## src/rtl/rnc_pkg.sv

```systemverilog
package rnc_pkg;

  typedef enum logic [1:0] {
    CAUSE_NONE = 2'd0,
    CAUSE_HW   = 2'd1,
    CAUSE_SW   = 2'd2,
    CAUSE_WDT  = 2'd3
  } rst_cause_e;

  typedef enum logic [1:0] {
    SQ_IDLE  = 2'd0,
    SQ_HOLD  = 2'd1,
    SQ_COUNT = 2'd2
  } seq_state_e;

  // saturating increment toward lim
  function automatic int unsigned sat_inc(int unsigned cnt, int unsigned lim);
    return (cnt >= lim) ? lim : cnt + 1;
  endfunction

  // true when a count reached its limit
  function automatic logic at_lim(int unsigned cnt, int unsigned lim);
    return cnt == lim;
  endfunction

endpackage

```

## src/rtl/rnc_spike_filter.sv

```systemverilog
module rnc_spike_filter
  import rnc_pkg::*;
#(
  parameter int unsigned PASS_CYC   = 6,
  parameter int unsigned REJECT_CYC = 3
) (
  input  logic clk,
  input  logic por_n,
  input  logic pin_n,
  input  logic mask,
  output logic hw_low
);

  localparam int unsigned CW = $clog2(PASS_CYC + 1);

  generate
    if (PASS_CYC <= REJECT_CYC) begin : g_bad_cfg
      initial $error("spike filter: PASS_CYC must exceed REJECT_CYC");
    end
  endgenerate

  logic          s1, s2;
  logic          m1, m2;
  logic [CW-1:0] cnt;
  logic          masked;
  logic          cnt_adv;

  // self-driven pull-down and its sync echo are hidden
  assign masked  = mask | m1 | m2;
  assign cnt_adv = !s2 && !masked;

  always_ff @(posedge clk or negedge por_n) begin
    if (!por_n) begin
      s1  <= 1'b1;
      s2  <= 1'b1;
      m1  <= 1'b0;
      m2  <= 1'b0;
      cnt <= '0;
    end else begin
      s1 <= pin_n;
      s2 <= s1;
      m1 <= mask;
      m2 <= m1;
      if (cnt_adv) cnt <= CW'(sat_inc(32'(cnt), PASS_CYC));
      else         cnt <= '0;
    end
  end

  assign hw_low = at_lim(32'(cnt), PASS_CYC);

  assert_accept_low_R2: assert property (@(posedge clk) disable iff (!por_n)
    $rose(hw_low) |-> $past(cnt_adv));

  assert_mask_hides_R5: assert property (@(posedge clk) disable iff (!por_n)
    mask |=> !hw_low);

endmodule

```

## src/rtl/rnc_nmi_unit.sv

```systemverilog
module rnc_nmi_unit (
  input  logic clk,
  input  logic por_n,
  input  logic nmi_pin,
  input  logic pwrdn_req,
  input  logic hw_clr,
  output logic nmi_trap,
  output logic pwrdn_active
);

  logic n1, n2, n3;
  logic nmi_lvl;
  logic pd_q;

  assign nmi_lvl = n2;

  always_ff @(posedge clk or negedge por_n) begin
    if (!por_n) begin
      n1 <= 1'b1;
      n2 <= 1'b1;
      n3 <= 1'b1;
    end else begin
      n1 <= nmi_pin;
      n2 <= n1;
      n3 <= n2;
    end
  end

  assign nmi_trap = n3 & ~n2;

  always_ff @(posedge clk or negedge por_n) begin
    if (!por_n)                      pd_q <= 1'b0;
    else if (hw_clr)                 pd_q <= 1'b0;
    else if (pwrdn_req && !nmi_lvl)  pd_q <= 1'b1;
  end

  assign pwrdn_active = pd_q;

  assert_trap_single_R7: assert property (@(posedge clk) disable iff (!por_n)
    nmi_trap |=> !nmi_trap);

  assert_pwrdn_gate_R8: assert property (@(posedge clk) disable iff (!por_n)
    $rose(pwrdn_active) |-> ($past(pwrdn_req) && !$past(nmi_lvl)));

  assert_pwrdn_clear_R9: assert property (@(posedge clk) disable iff (!por_n)
    $fell(pwrdn_active) |-> $past(hw_clr));

endmodule

```

## src/rtl/rnc_rst_seq.sv

```systemverilog
module rnc_rst_seq
  import rnc_pkg::*;
#(
  parameter int unsigned SEQ_CYC = 16
) (
  input  logic       clk,
  input  logic       por_n,
  input  logic       hw_low,
  input  logic       sw_req,
  input  logic       wdt_req,
  input  logic       einit,
  input  logic       bd_set,
  output logic       sys_rst,
  output logic       rst_ind_n,
  output logic       pin_pd,
  output logic [1:0] cause,
  output logic       bd_en
);

  localparam int unsigned CW = (SEQ_CYC > 1) ? $clog2(SEQ_CYC) : 1;

  seq_state_e    state;
  logic [CW-1:0] cnt;
  rst_cause_e    cause_q;
  logic          ind_low;
  logic          bd_q;
  logic          soft_start;
  logic          seq_last;

  assign soft_start = (state == SQ_IDLE) && (sw_req || wdt_req);
  assign seq_last   = at_lim(32'(cnt), SEQ_CYC - 1);

  always_ff @(posedge clk or negedge por_n) begin
    if (!por_n) begin
      state   <= SQ_IDLE;
      cnt     <= '0;
      cause_q <= CAUSE_NONE;
    end else if (hw_low) begin
      state   <= SQ_HOLD;
      cnt     <= '0;
      cause_q <= CAUSE_HW;
    end else begin
      unique case (state)
        SQ_HOLD: begin
          state <= SQ_COUNT;
          cnt   <= '0;
        end
        SQ_COUNT: begin
          if (seq_last) state <= SQ_IDLE;
          else          cnt   <= cnt + 1'b1;
        end
        default: begin
          if (soft_start) begin
            state   <= SQ_COUNT;
            cnt     <= '0;
            cause_q <= wdt_req ? CAUSE_WDT : CAUSE_SW;
          end
        end
      endcase
    end
  end

  always_ff @(posedge clk or negedge por_n) begin
    if (!por_n)                            ind_low <= 1'b1;
    else if (hw_low || soft_start)         ind_low <= 1'b1;
    else if (state == SQ_IDLE && einit)    ind_low <= 1'b0;
  end

  always_ff @(posedge clk or negedge por_n) begin
    if (!por_n)      bd_q <= 1'b0;
    else if (hw_low) bd_q <= 1'b0;
    else if (bd_set) bd_q <= 1'b1;
  end

  assign sys_rst   = (state != SQ_IDLE);
  assign rst_ind_n = ~ind_low;
  assign pin_pd    = bd_q & sys_rst;
  assign cause     = cause_q;
  assign bd_en     = bd_q;

  assert_ind_in_rst_R4: assert property (@(posedge clk) disable iff (!por_n)
    sys_rst |-> !rst_ind_n);

  assert_ind_release_R4: assert property (@(posedge clk) disable iff (!por_n)
    $rose(rst_ind_n) |-> ($past(einit) && !$past(sys_rst)));

  assert_pd_in_rst_R5: assert property (@(posedge clk) disable iff (!por_n)
    pin_pd |-> sys_rst);

  assert_bd_clear_R6: assert property (@(posedge clk) disable iff (!por_n)
    $fell(bd_en) |-> $past(hw_low));

  assert_hw_wins_R3: assert property (@(posedge clk) disable iff (!por_n)
    hw_low |=> (sys_rst && cause == CAUSE_HW));

endmodule

```

## src/rtl/rst_nmi_ctrl.sv

```systemverilog
module rst_nmi_ctrl #(
  parameter int unsigned PASS_CYC   = 6,
  parameter int unsigned REJECT_CYC = 3,
  parameter int unsigned SEQ_CYC    = 16
) (
  input  logic       clk,
  input  logic       por_n,
  input  logic       rst_pin_n,
  input  logic       sw_rst_req,
  input  logic       wdt_timeout,
  input  logic       einit_cmd,
  input  logic       bdrst_set,
  input  logic       nmi_pin,
  input  logic       pwrdn_req,
  output logic       sys_rst,
  output logic       rst_ind_n,
  output logic       rst_pin_pd,
  output logic       bdrst_en,
  output logic [1:0] rst_cause,
  output logic       nmi_trap,
  output logic       pwrdn_active
);

  logic hw_low;
  logic pd_int;

  rnc_spike_filter #(.PASS_CYC(PASS_CYC), .REJECT_CYC(REJECT_CYC)) u_filt (
    .clk    (clk),
    .por_n  (por_n),
    .pin_n  (rst_pin_n),
    .mask   (pd_int),
    .hw_low (hw_low)
  );

  rnc_rst_seq #(.SEQ_CYC(SEQ_CYC)) u_seq (
    .clk       (clk),
    .por_n     (por_n),
    .hw_low    (hw_low),
    .sw_req    (sw_rst_req),
    .wdt_req   (wdt_timeout),
    .einit     (einit_cmd),
    .bd_set    (bdrst_set),
    .sys_rst   (sys_rst),
    .rst_ind_n (rst_ind_n),
    .pin_pd    (pd_int),
    .cause     (rst_cause),
    .bd_en     (bdrst_en)
  );

  rnc_nmi_unit u_nmi (
    .clk          (clk),
    .por_n        (por_n),
    .nmi_pin      (nmi_pin),
    .pwrdn_req    (pwrdn_req),
    .hw_clr       (hw_low),
    .nmi_trap     (nmi_trap),
    .pwrdn_active (pwrdn_active)
  );

  assign rst_pin_pd = pd_int;

endmodule

```

## config.mk

```make
export PLATFORM = sky130hd
export DESIGN_NAME = rst_nmi_ctrl
export DESIGN_NICKNAME = d
export VERILOG_FILES = /design/src/rtl/rnc_pkg.sv /design/src/rtl/rnc_spike_filter.sv /design/src/rtl/rnc_nmi_unit.sv /design/src/rtl/rnc_rst_seq.sv /design/src/rtl/rst_nmi_ctrl.sv
export SDC_FILE = /design/constraint.sdc
export NUM_CORES = 1
export LEC_CHECK = 0
export BUFFER_PORTS_ARGS = -buffer_cell sky130_fd_sc_hd__buf_4
export CORE_UTILIZATION = 25
export DETAILED_ROUTE_END_ITERATION = 10
export GPL_TIMING_DRIVEN = 0
export PLACE_DENSITY_LB_ADDON = 0.2
export SLEW_MARGIN = 20
export SYNTH_ARGS = -nofsm -noshare
export SYNTH_HDL_FRONTEND = slang
export SYNTH_SLANG_ARGS = --single-unit
```

## constraint.sdc

```tcl
create_clock -name clk -period 1.92 [get_ports clk]
set_input_delay 0.192 -clock clk [delete_from_list [all_inputs] [get_ports clk]]
set_output_delay 0.192 -clock clk [all_outputs]
set_load 0.1 [all_outputs]
```

After elaboration in Yosys (flattened, before gate mapping) --
Cells that the tools add are included.
Storage, ports and cells: flip-flop bits (word level) 21, bits in latches 0, RAM bits 0, bits in read-only memories 0, input port bits 9, output and inout port bits 8, logic and storage cells 70, memories 0
Cells by class: add/subtract/negate cells 2, $mul 0, div/mod/pow operators 0, $lt $le $gt $ge 1, equality and inequality tests 7, shift operators 0, mux-type cells 20, bitwise logic cells 6, reduce and logical (&&, ||, !) cells 20
Operators by type and width (count):
- two-way mux 2 bit | 6
- two-way mux 4 bit | 3
- nonzero test 2 bit | 5
- one-hot mux 4 bit (2 select lines) | 1
- two-way mux 1 bit | 7
- two-way mux 3 bit | 2
- AND reduction 2 bit | 3
- adder 4 x 1 -> 4 bit, second input constant | 1
- equality test 4 bit, second input constant | 1
- logical AND 1 bit | 4
- one-hot mux 2 bit (2 select lines) | 1
- nonzero test 4 bit | 1
- adder 3 x 1 -> 3 bit, second input constant | 1
- equality test 3 bit, second input constant | 1
- >= comparator 3 bit, second input constant | 1
- logical NOT 1 bit | 3
- inequality test 3 x 1 -> 1 bit, second input constant | 1
- inequality test 3 x 2 -> 1 bit, second input constant | 1
- bitwise AND 1 bit | 2
- equality test 2 x 1 -> 1 bit, second input constant | 1
- equality test 2 bit, second input constant | 1
- logical NOT 2 bit | 1
- logical OR 1 bit | 2
- inequality test 2 x 1 -> 1 bit, second input constant | 1
- 3 further kinds | 5

Logic depth before layout (Yosys ltp) --
Gate-level depths: netlist of the first run.
word-level depth 7, depth in mapped cells 6, depth with buffers taken out 5

Cells and area by module --
From an unflattened synthesis of the first run, not the netlist that was laid out.
Second synthesis, totals: cell total of the unflattened synthesis 82, area, all modules 962.2 sq um
By module, submodules not included:
- rnc_rst_seq | instances 1, cells an instance 56, area an instance 560.5 sq um, seq. area each 251.5 sq um
- rnc_spike_filter | instances 1, cells an instance 18, area an instance 270.3 sq um, seq. area each 177.7 sq um
- rnc_nmi_unit | instances 1, cells an instance 8, area an instance 131.4 sq um, seq. area each 103.8 sq um

Worst setup path before layout of the first run --
OpenSTA, ideal clock, no wires.
kind flip-flop to flip-flop, start point register u_seq.bd_q (netlist: u_seq.bd_en), end point register u_filt.cnt[2], library setup time 0.125 ns, arrival time 2.251 ns, path slack -0.456 ns, stages on the path, launching flop included 4, cells stage by stage dfrtp_1 > nor2b_2 > or4_4 > nor3_2
Between the ends: longest elaborated chain between the ends 6
Ends and longest elaborated chain:
- from (decl) | RTL line rnc_rst_seq.sv:26 | logic bd_q;
- from (signal assigned) | RTL line rnc_rst_seq.sv:70 | if (!por_n) bd_q <= 1'b0;
- from (signal assigned) | RTL line rnc_rst_seq.sv:71 | else if (hw_low) bd_q <= 1'b0;
- from (signal assigned) | RTL line rnc_rst_seq.sv:72 | else if (bd_set) bd_q <= 1'b1;
- bitwise AND 1 bit | RTL line rnc_rst_seq.sv:77 | assign pin_pd = bd_q & sys_rst;
- named net rst_pin_pd | RTL line rst_nmi_ctrl.sv:17 | output logic rst_pin_pd,
- OR 1 bit (2 in a row) | RTL line rnc_spike_filter.sv:29 | assign masked = mask | m1 | m2;
- logical NOT 1 bit | RTL line rnc_spike_filter.sv:30 | assign cnt_adv = !s2 && !masked;
- logical AND 1 bit | RTL line rnc_spike_filter.sv:30
- two-way mux 3 bit | RTL line rnc_spike_filter.sv:44 | if (cnt_adv) cnt <= CW'(sat_inc(32'(cnt), PASS_CYC));
- to (signal assigned) | RTL line rnc_spike_filter.sv:44
- to (decl) | RTL line rnc_spike_filter.sv:24 | logic [CW-1:0] cnt;
The timed path passes the listed nets, and every way through them passes these cells. A chain may end at the register's enable or synchronous reset.

Final worst setup path of the first run --
start point register u_seq.state[0], end point output rst_pin_pd
Between the ends: longest elaborated chain between the ends 2
Ends and longest elaborated chain:
- from (decl) | RTL line rnc_rst_seq.sv:22 | seq_state_e state;
- from (signal assigned) | RTL line rnc_rst_seq.sv:35 | state <= SQ_IDLE;
- from (signal assigned) | RTL line rnc_rst_seq.sv:39 | state <= SQ_HOLD;
- from (signal assigned) | RTL line rnc_rst_seq.sv:45 | state <= SQ_COUNT;
- nonzero test 2 bit | RTL line rnc_rst_seq.sv:75 | assign sys_rst = (state != SQ_IDLE);
- bitwise AND 1 bit | RTL line rnc_rst_seq.sv:77
- to (decl) | RTL line rst_nmi_ctrl.sv:17
Every way passes these cells.

==> results, run 1 <==
- The run finished with clean final reports.
- The HPWL reported at the end of detailed placement is 1.29 mm.
- The maximum number of pins on one net before global-route repair is 22.
- The total negative slack for setup checks is 0 ns.
- The longest individual stage delay on the worst path is 0.36 ns.
- The tightest min-delay check is of the input port to register type.
- The signal on the critical path passes through inv_1 > ha_1 > nor2b_4 > buf_4.
- The critical path contains buffers and inverters numbering 2 combined.
- In the synthesized netlist the async set-or-reset flop fraction comes to 100%.
- The congestion estimate from routability-driven global placement came to 0.819.
- The upper clock frequency limit is 0.614 GHz.
- The worst path needs 1.63 ns of the cycle, external delays included.
- The count of flip-flops with a built-in enable after synthesis is 0.
- The required time at the endpoint of the critical path is 1.73 ns.
- The die width is 63.4 µm.
- After detailed routing, the average wire length per cell comes to 11.6 µm.
- The total count of max-transition violations in the final report is 0.
- In this run the tightest slew margin relative to its limit is 72.9%.
- The first global-routing pass estimated 3.02 mm of wire.
- Clock-pin slew was measured on the worst setup and hold paths at 0.08 ns.
- Clock latency on the worst-skew pair, taken at its later pin, is 0.25 ns.
- The first-pass iteration count of the detailed router is 4.
- The initialized floorplan defines 21 standard-cell rows.
- In this run the tool buffered the top-level ports with 16 buffer cells.
- IR analysis of the VDD net gives a maximum drop of 1.28 mV.
- The design draws 0.00173 W.
- The CTS H-tree depth is 1.
- The core region is 3470 µm².
- The first routing iteration left 9 violations.
- For this run, the total global-route usage over all layers was measured as 9.62%.
- The number of flip-flops and latches in the synthesized netlist is 21.
- TritonCTS built the clock tree.
- Clock tree synthesis found a total of 21 sinks.
- In this run the cell area of the synthesized design comes to 941 µm².
- Setup violations remaining at the end of the flow were counted as 0.
- The post-synthesis net count is 101.
- The tool flagged a number of max-cap violations equal to 0.
- The critical setup path kind is register to output port.
- After detailed routing, the total wire length is 1.77 mm.
- In this run, CTS created clock tree buffers numbering 3.
- The gate family responsible for the most delay along the worst path is buffers and inverters.
- The number of antenna diodes in the final layout is 0.
- The share of synthesized area in the top cell type comes to 39.9%.
- Sequential elements use 56.6% of the synthesized area.
- Averaged over all synthesized cells, the footprint is 10.9 µm².
- In the finished design, the share of the clock period the worst path needs comes to 84.8%.
- For the worst setup path, the data arrival time is 1.44 ns.
- The layout overhead on the synthesized area is 25.8%.
- The net count of the finished layout is 123.
- The gate count after technology mapping is 86.
- The die height is 63.4 µm.
- Yosys printed 0 warnings.
- The cell with the largest stage delay on the worst path is dfrtp_1.
- The floorplan step defined a die boundary enclosing 4010 µm².
- The detail route stage leaves a number of antenna-violating nets equal to 0.
- STA classifies the critical path startpoint as a register.
- Leaving out fill and tap cells, the most frequent cell in the layout is buf_4.
- The share of layout cells above drive strength 1 is 31.8%.
- The number of buffers on the longest clock path is 2.
- The count of pins on the block boundary is 17.
- In this run the worst path has a maximum fanout of 5.
- Once the floorplan was initialized, standard cells occupied 27.1% of the core.
- Ranked by total cell area, the synthesized netlist is headed by dfrtp_1 40%, dfstp_2 17%, ha_1 8.0%.
- The kind of capture point of the worst setup path is an output port.
- The number of vias per cell after detailed routing is 4.47.
- In the layout the commonest cells are 16 x buf_4, 14 x dfrtp_1, 10 x nand2_1.
- The post-cts repair resize count is 0.
- The initial antenna violation count came to 0.
- The root buffer cell chosen for the clock tree is clkbuf_8.
- The leakage power is 0.538 nW.
- The number of global-route vias before repair is 676.
- Setup repair after global routing left no endpoint under its margin.
- The number of unique standard cell types used by synthesis is 29.
- Summing over every cut layer, the via total after detailed routing is 684.
- The most used flip-flop cell after synthesis is dfrtp_1.
- The number of remaining DRC errors is 0.
- Dividing total power by cell area gives a power density of 1460 nW/µm².
- For the pin with the worst max-slew slack, the measured transition is 0.405 ns.
- The top cell type by total area after synthesis is dfrtp_1.
- The number of endpoints with negative hold slack in the final report is 0.
- The clock skew after layout is 0.00134 ns.
- The total grt overflow is 0.
## report_power, final
part	total [W]	internal [W]	switching [W]	leakage (nW)
Clock	0.000288	0.000144	0.000143	0.0255
Sequential	0.000631	0.000555	0.0000760	0.236
Combinational	0.000813	0.000246	0.000567	0.277
Total	0.00173	0.000945	0.000787	0.538
## worst register-to-register path: stages (launching register included)
cell and delay [ns]:
dfrtp_1 0.39, inv_1 0.11, ha_1 0.31, o21ai_2 0.16, a2111oi_1 0.43, a2111oi_2 0.10
## routing by layer
metal | wire [µm] | vias to the layer above | global-route usage [%]
met1 | 879 | 330 | 12.7
li1 | - | 335 | -
met3 | 84 | 2 | 2.54
met4 | 13 | 0 | 3.41
met2 | 791 | 17 | 15.0
met5 | 0 | - | 0
## final cells by class
type,count,area (µm²)
fill,370,2280
buffer,2,8.76
inverter,9,33.8
tap,46,57.6
sequential,21,534
multi-input combinational,54,373
clock inverter,1,5.00
timing repair buffer,17,130
clock buffer,3,41.3
## Yosys cell counts (2+ instances only)
cell	number
nor2_1	6
nor2b_1	2
a41oi_1	2
dfstp_2	6
dfrtp_1	15
o21ai_0	3
a21oi_1	6
o22ai_1	2
inv_1	9
ha_1	6
nand2_1	10
nand3_1	2
## logic make-up (layout without fill, tap and decap cells)
logic type | after synthesis | after routing | share of synthesized area [%]
AO/OA/AOI/OAI | 20 | 20 | 14.9
XOR/XNOR | 1 | 1 | 0.931
adder cells (fa/ha/maj) | 6 | 6 | 7.98
buffers and inverters | 11 | 32 | 4.52
flip-flops | 21 | 21 | 56.6
multiplexers | 1 | 1 | 1.06
AND/OR/NAND/NOR | 26 | 26 | 14.0
## metrics by stage
| step | worst slack [ns] | hold WS, ns | utilization, % | instances | instance area, µm² |
|---|---|---|---|---|---|
| finish | 0.293 | 0.0367 | 34.1 | 153 | 1180 |
| global route | 0.187 | 0.0188 | 34.1 | 153 | 1180 |
| CTS | 0.268 | 0.0291 | 34.1 | 153 | 1180 |
| detailed placement | 0.283 | 0.0944 | 32.5 | 148 | 1130 |
| floorplan | 0.192 | -0.104 | - | 86 | 950 |
| global placement | 0.317 | 0.0978 | 32.5 | 148 | 1130 |
## flip-flops by register name, summed over array words and instances, names as in the netlist
register and cells:
u_nmi.pwrdn_active 1, u_filt.m2 1, u_filt.s1 1, u_nmi.n3 1, u_seq.state 2, u_nmi.n2 1
u_filt.cnt 3, u_nmi.n1 1, u_seq.ind_low 1, u_seq.cause 2, u_filt.s2 1, u_seq.bd_en 1
u_seq.cnt 4, u_filt.m1 1
## worst paths after layout
check                                                 from                         to  slack, ns  cells after the start
worst min-delay path                             rst_pin_n        u_filt.s1$_DFF_PN1_       0.04                      1
max in group asynchronous                            por_n  u_seq.ind_low$_DFFE_PN1P_       1.30                      2
worst max register to register  u_seq.state[1]$_DFFE_PN0P_   u_seq.cnt[3]$_DFFE_PN0P_       0.30                      5
worst min register to register         u_filt.s1$_DFF_PN1_        u_filt.s2$_DFF_PN1_       0.36                      0
min in group asynchronous                            por_n    u_filt.cnt[0]$_DFF_PN0_       0.35                      2
worst max-delay path            u_seq.state[0]$_DFFE_PN0P_                 rst_pin_pd       0.29                      4
## repair_timing
| action | in CTS | in global routing |
|---|---|---|
| hold endpoints to repair | 15 | 0 |
| setup buffers | 0 | 0 |
| hold buffers | 1 | 0 |
(Power assumes the default switching activity.)
==> run 2: changes to the inputs <==
- ABC_AREA: default -> 1
- clock period: 1.92 -> 1.49 ns (I/O delays scaled with it)
==> results, run 2 <==
- The flow ran to the end, but the final reports show violations.
- The checks that failed: negative setup slack.
- The share of the synthesized area in the top cell type is 39.1% (-0.83 points).
- The post-synthesis net count was 114 (+13%).
- In the synthesized netlist the dominant register cell turns out to be dfrtp_1.
- For this design, the slowest cell found on the critical path is dfrtp_1.
- The data arrival at the endpoint of the critical path was 1.35 ns (-0.09 ns).
- The highest net fanout along the worst path was 2 (-3).
- The number of global-route vias before repair was 713 (+5.5%).
- The gate count after technology mapping is 99 (+15%).
- The average wire per standard cell is 9.56 µm (-17%).
- The number of I/O port buffers is 16 (unchanged).
- The non-filler instance count after layout is 177 (+16%).
- Dividing the final minimum period by the clock period gives 100%.
- The die width came to 64.0 µm (+1.0%).
- The power after layout is 0.00243 W (+40%).
- The worst setup path is launched from a register.
- Traced cell by cell, the critical path runs through inv_2 > ha_4 > clkinvlp_4 > nand2_4 > clkinvlp_4 > buf_12.
- The total grt overflow was 0 (unchanged).
- The actual transition at the worst max-transition pin is 0.280 ns (-0.125 ns).
- The worst setup slack after layout is -0.00720 ns (-0.300 ns).
- The worst setup path startpoint is u_seq.state[1]$_DFFE_PN0P_.
- The total power density per cell area came to 1850 nW/µm² (+26%).
- The finished layout cell area is 1320 µm² (+11%).
- The cell count of the worst reg-to-reg path came to 9 (+4).
- The critical path ends at rst_pin_pd.
- The initial detailed-routing violation count is 16 (+7).
- The worst setup path is captured at an output port.
- The via count was 710 (+3.8%).
- The placed instance count is 163 (+10%).
- The number of unique standard cell types used by synthesis is 21 (-28%).
- Subtracting the final worst setup slack from the clock period gives 1.50 ns.
- The number of routed nets with antenna violations is 0 (unchanged).
- The count of maximum capacitance violations is 0 (unchanged).
- The total core area came to 3660 µm² (+5.6%).
- The register with the most flip-flops is u_seq.cnt.
- The clock insertion delay at the later pin of the skew report is 0.26 ns (about the same).
- The net total in the final layout came to 145 (+18%).
- The count of pins on the block boundary is 17 (unchanged).
- The number of endpoints with negative hold slack in the final report is 0 (unchanged).
- The leakage power is 0.668 nW (+24%).
- The number of remaining DRC errors came to 0 (unchanged).
- The startpoint identified for the worst register-to-register timing path is u_seq.state[1]$_DFFE_PN0P_.
- The total wirelength of the detailed-routed design is 1.69 mm (-4.4%).
- The critical setup path kind is register to output port.
- The clock sink total was 21 (unchanged).
- The HPWL reported at the end of detailed placement was 1.27 mm (-1.4%).
- The post-synthesis async set-or-reset flop share is 100% (unchanged).
- The clock-pin slew of the registers on the worst-case setup and hold paths is 0.08 ns (about the same).
- The all-layer global routing usage was 9.56% (-0.053 points).
- Static timing analysis puts the maximum clock frequency at 0.668 GHz.
- The CTS H-tree depth is 1 (unchanged).
- The longest individual stage delay on the worst path came to 0.40 ns (+0.04 ns).
- The endpoint of the lowest-slack register-to-register path is u_seq.state[1]$_DFFE_PN0P_.
- The die area came to 4100 µm² (+2.0%).
- The met3 usage in global routing is 1.79% (-0.75 points).
- The number of buffers added by the clock tree synthesis step is 3 (unchanged).
- The count of fill cells added during filler insertion is 375 (+1.4%).
- The number of buffers on the longest clock path is 2 (unchanged).
- The final setup violation count is 1 (+1).
- The clock tree from TritonCTS is built.
- The layout overhead on the synthesized area is 36.8%.
- The first-pass iteration count of the detailed router is 2 (-2).
- The total count of max-transition violations in the final report came to 0 (unchanged).
- Leaving out fill and tap cells, the most frequent cells in the layout are 23 x nand2_1, 22 x buf_4, 15 x dfrtp_1.
- The largest vdd supply drop is 0.563 mV (-56%).
- The sequential-to-total area share from yosys stat is 55.5% (-1.2 points).
- The cell area after placement is 1170 µm² (+3.4%).
- The initial antenna violation count was 0 (unchanged).
- The post-place setup slack was 0.178 ns (-0.105 ns).
- The class of the tightest hold or removal check is input port to register.
- The die height is 64.0 µm (+1.0%).
- The initial cell density of the core is 26.2% (-0.88 points).
- The number of flip-flops and latches in the synthesized netlist came to 21 (unchanged).
- In this run the most used layer during global routing was met2.
- The most common cell in the netlist is nand2_1.
- The root cell of the clock tree is clkbuf_8.
- The area of the mapped netlist is 961 µm² (+2.1%).
- The flip-flop count of the largest register after layout was 4 (unchanged).
- The share of layout cells above drive strength 1 came to 41.9% (+10 points).
- The mean cell area of the mapped netlist is 9.71 µm² (-11%).
- The internal reg-to-reg setup slack is 0.12 ns (-0.18 ns).
- In the final layout, the registers with the most flip-flops are u_seq.cnt (4), u_filt.cnt (3).
- The clock skew after layout is 0.00567 ns (+0.00433 ns).
- Leaving out fill and tap cells, the most frequent cell in the layout is nand2_1.
- Counting stages on the worst path, the most repeated cell is clkinvlp_4.
- The global placement routability congestion is 0.692 (-16%).
- Yosys attributes the largest share of cell area to dfrtp_1 39%, dfstp_2 16%, nand2_1 9.4%.
- After synthesis, the most frequently instantiated cells are 24 x nand2_1, 15 x dfrtp_1, 15 x inv_1.
- The number of vias per cell after detailed routing was 4.01 (-10%).
- The global routing met2 resource utilization is 16.4% (+1.3 points).
- The maximum number of pins on one net before global-route repair is 22 (unchanged).
- Setup repair after global routing could not meet its margin everywhere.
- The wire length of the first global-routing pass is 3.04 mm (+0.46%).
- The cell row count is 22 (+4.8%).
- The sequential cell area was 533 µm² (-0.23%).
- The count of flip-flops with a built-in enable after synthesis is 0 (unchanged).
- The number of antenna cells inserted is 0 (unchanged).
- The total number of yosys warnings is 0 (unchanged).
- The required time at the endpoint of the critical path is 1.34 ns (-0.39 ns).
- The synthesized design spends more area on one cell type than any other, namely dfrtp_1.
- The max-slew headroom at the worst pin is 81.5% (+8.6 points).
- The area occupied by multi-input gates is 393 µm² (+5.4%).
- The global-route track usage on met1 is 11.9% (-0.80 points).
## run 2: worst min-delay path by stage
stage              start                         end  slack (ns)  cells after the start
2_1_floorplan      por_n     u_filt.cnt[0]$_DFF_PN0_       -0.15                      0
3_3_place_gp       por_n  u_seq.cause[0]$_DFFE_PN0P_        0.05                      1
3_5_place_dp       por_n  u_seq.cause[0]$_DFFE_PN0P_        0.05                      1
4_1_cts        bdrst_set     u_seq.bd_en$_DFFE_PN0P_        0.12                      3
5_1_grt        bdrst_set     u_seq.bd_en$_DFFE_PN0P_        0.12                      3
6_report       bdrst_set     u_seq.bd_en$_DFFE_PN0P_        0.12                      3
## run 2: report_power, final
| part | switching, W | total (W) | leakage (nW) | internal [W] |
|---|---|---|---|---|
| Sequential | 0.0000788 | 0.000793 | 0.242 | 0.000715 |
| Clock | 0.000183 | 0.000369 | 0.0255 | 0.000186 |
| Combinational | 0.000819 | 0.00126 | 0.400 | 0.000445 |
| Total | 0.00108 | 0.00243 | 0.668 | 0.00135 |
## run 2: layer usage
layer  vias up  part of all wire (%)
li1        360                     -
met3         0                   3.0
met4         0                     0
met1       343                    45
met5         -                     0
met2         7                    52
## run 2: through the flow
step                 TNS, ns  hold slack, ns  utilization (%)
global placement           0          0.0511             31.9
finish              -0.00720           0.118             35.9
global route         -0.0743           0.119             35.9
CTS                  -0.0176           0.115             35.3
floorplan              -1.23          -0.147                -
detailed placement         0          0.0535             31.9
## run 2: cells by family (layout without fill, tap and decap cells)
logic type	after synthesis	count (layout)	share of synthesized area [%]
compound gates	5	5	3.26
xor+xnor	2	2	1.82
fa+ha+maj	6	6	7.81
buf+inv	16	46	6.25
flops	21	21	55.5
simple gates	49	49	25.4
## run 2: what timing repair did
action	4_1_cts	5_1_grt
hold buffers	3	0
setup buffers	5	2
setup endpoints to repair	1	1
gates resized for setup	3	3
pin swaps	2	2
endpoints found under the hold margin	17	0
## run 2: worst max-delay path, delay by kind of cell, from the launching register on
kind | cells | cell delay (ns)
flops | 1 | 0.40
buf+inv | 4 | 0.45
fa+ha+maj | 1 | 0.15
simple gates | 1 | 0.09
## run 2: area by class of cell
type                    count  area share (%)
repair buffers             26            16.4
inverters                  16            5.14
flip-flops and latches     21            40.5
clock buffers               3            3.14
clock inverters             1           0.381
well taps                  48            4.57
multi-input cells          62            29.9
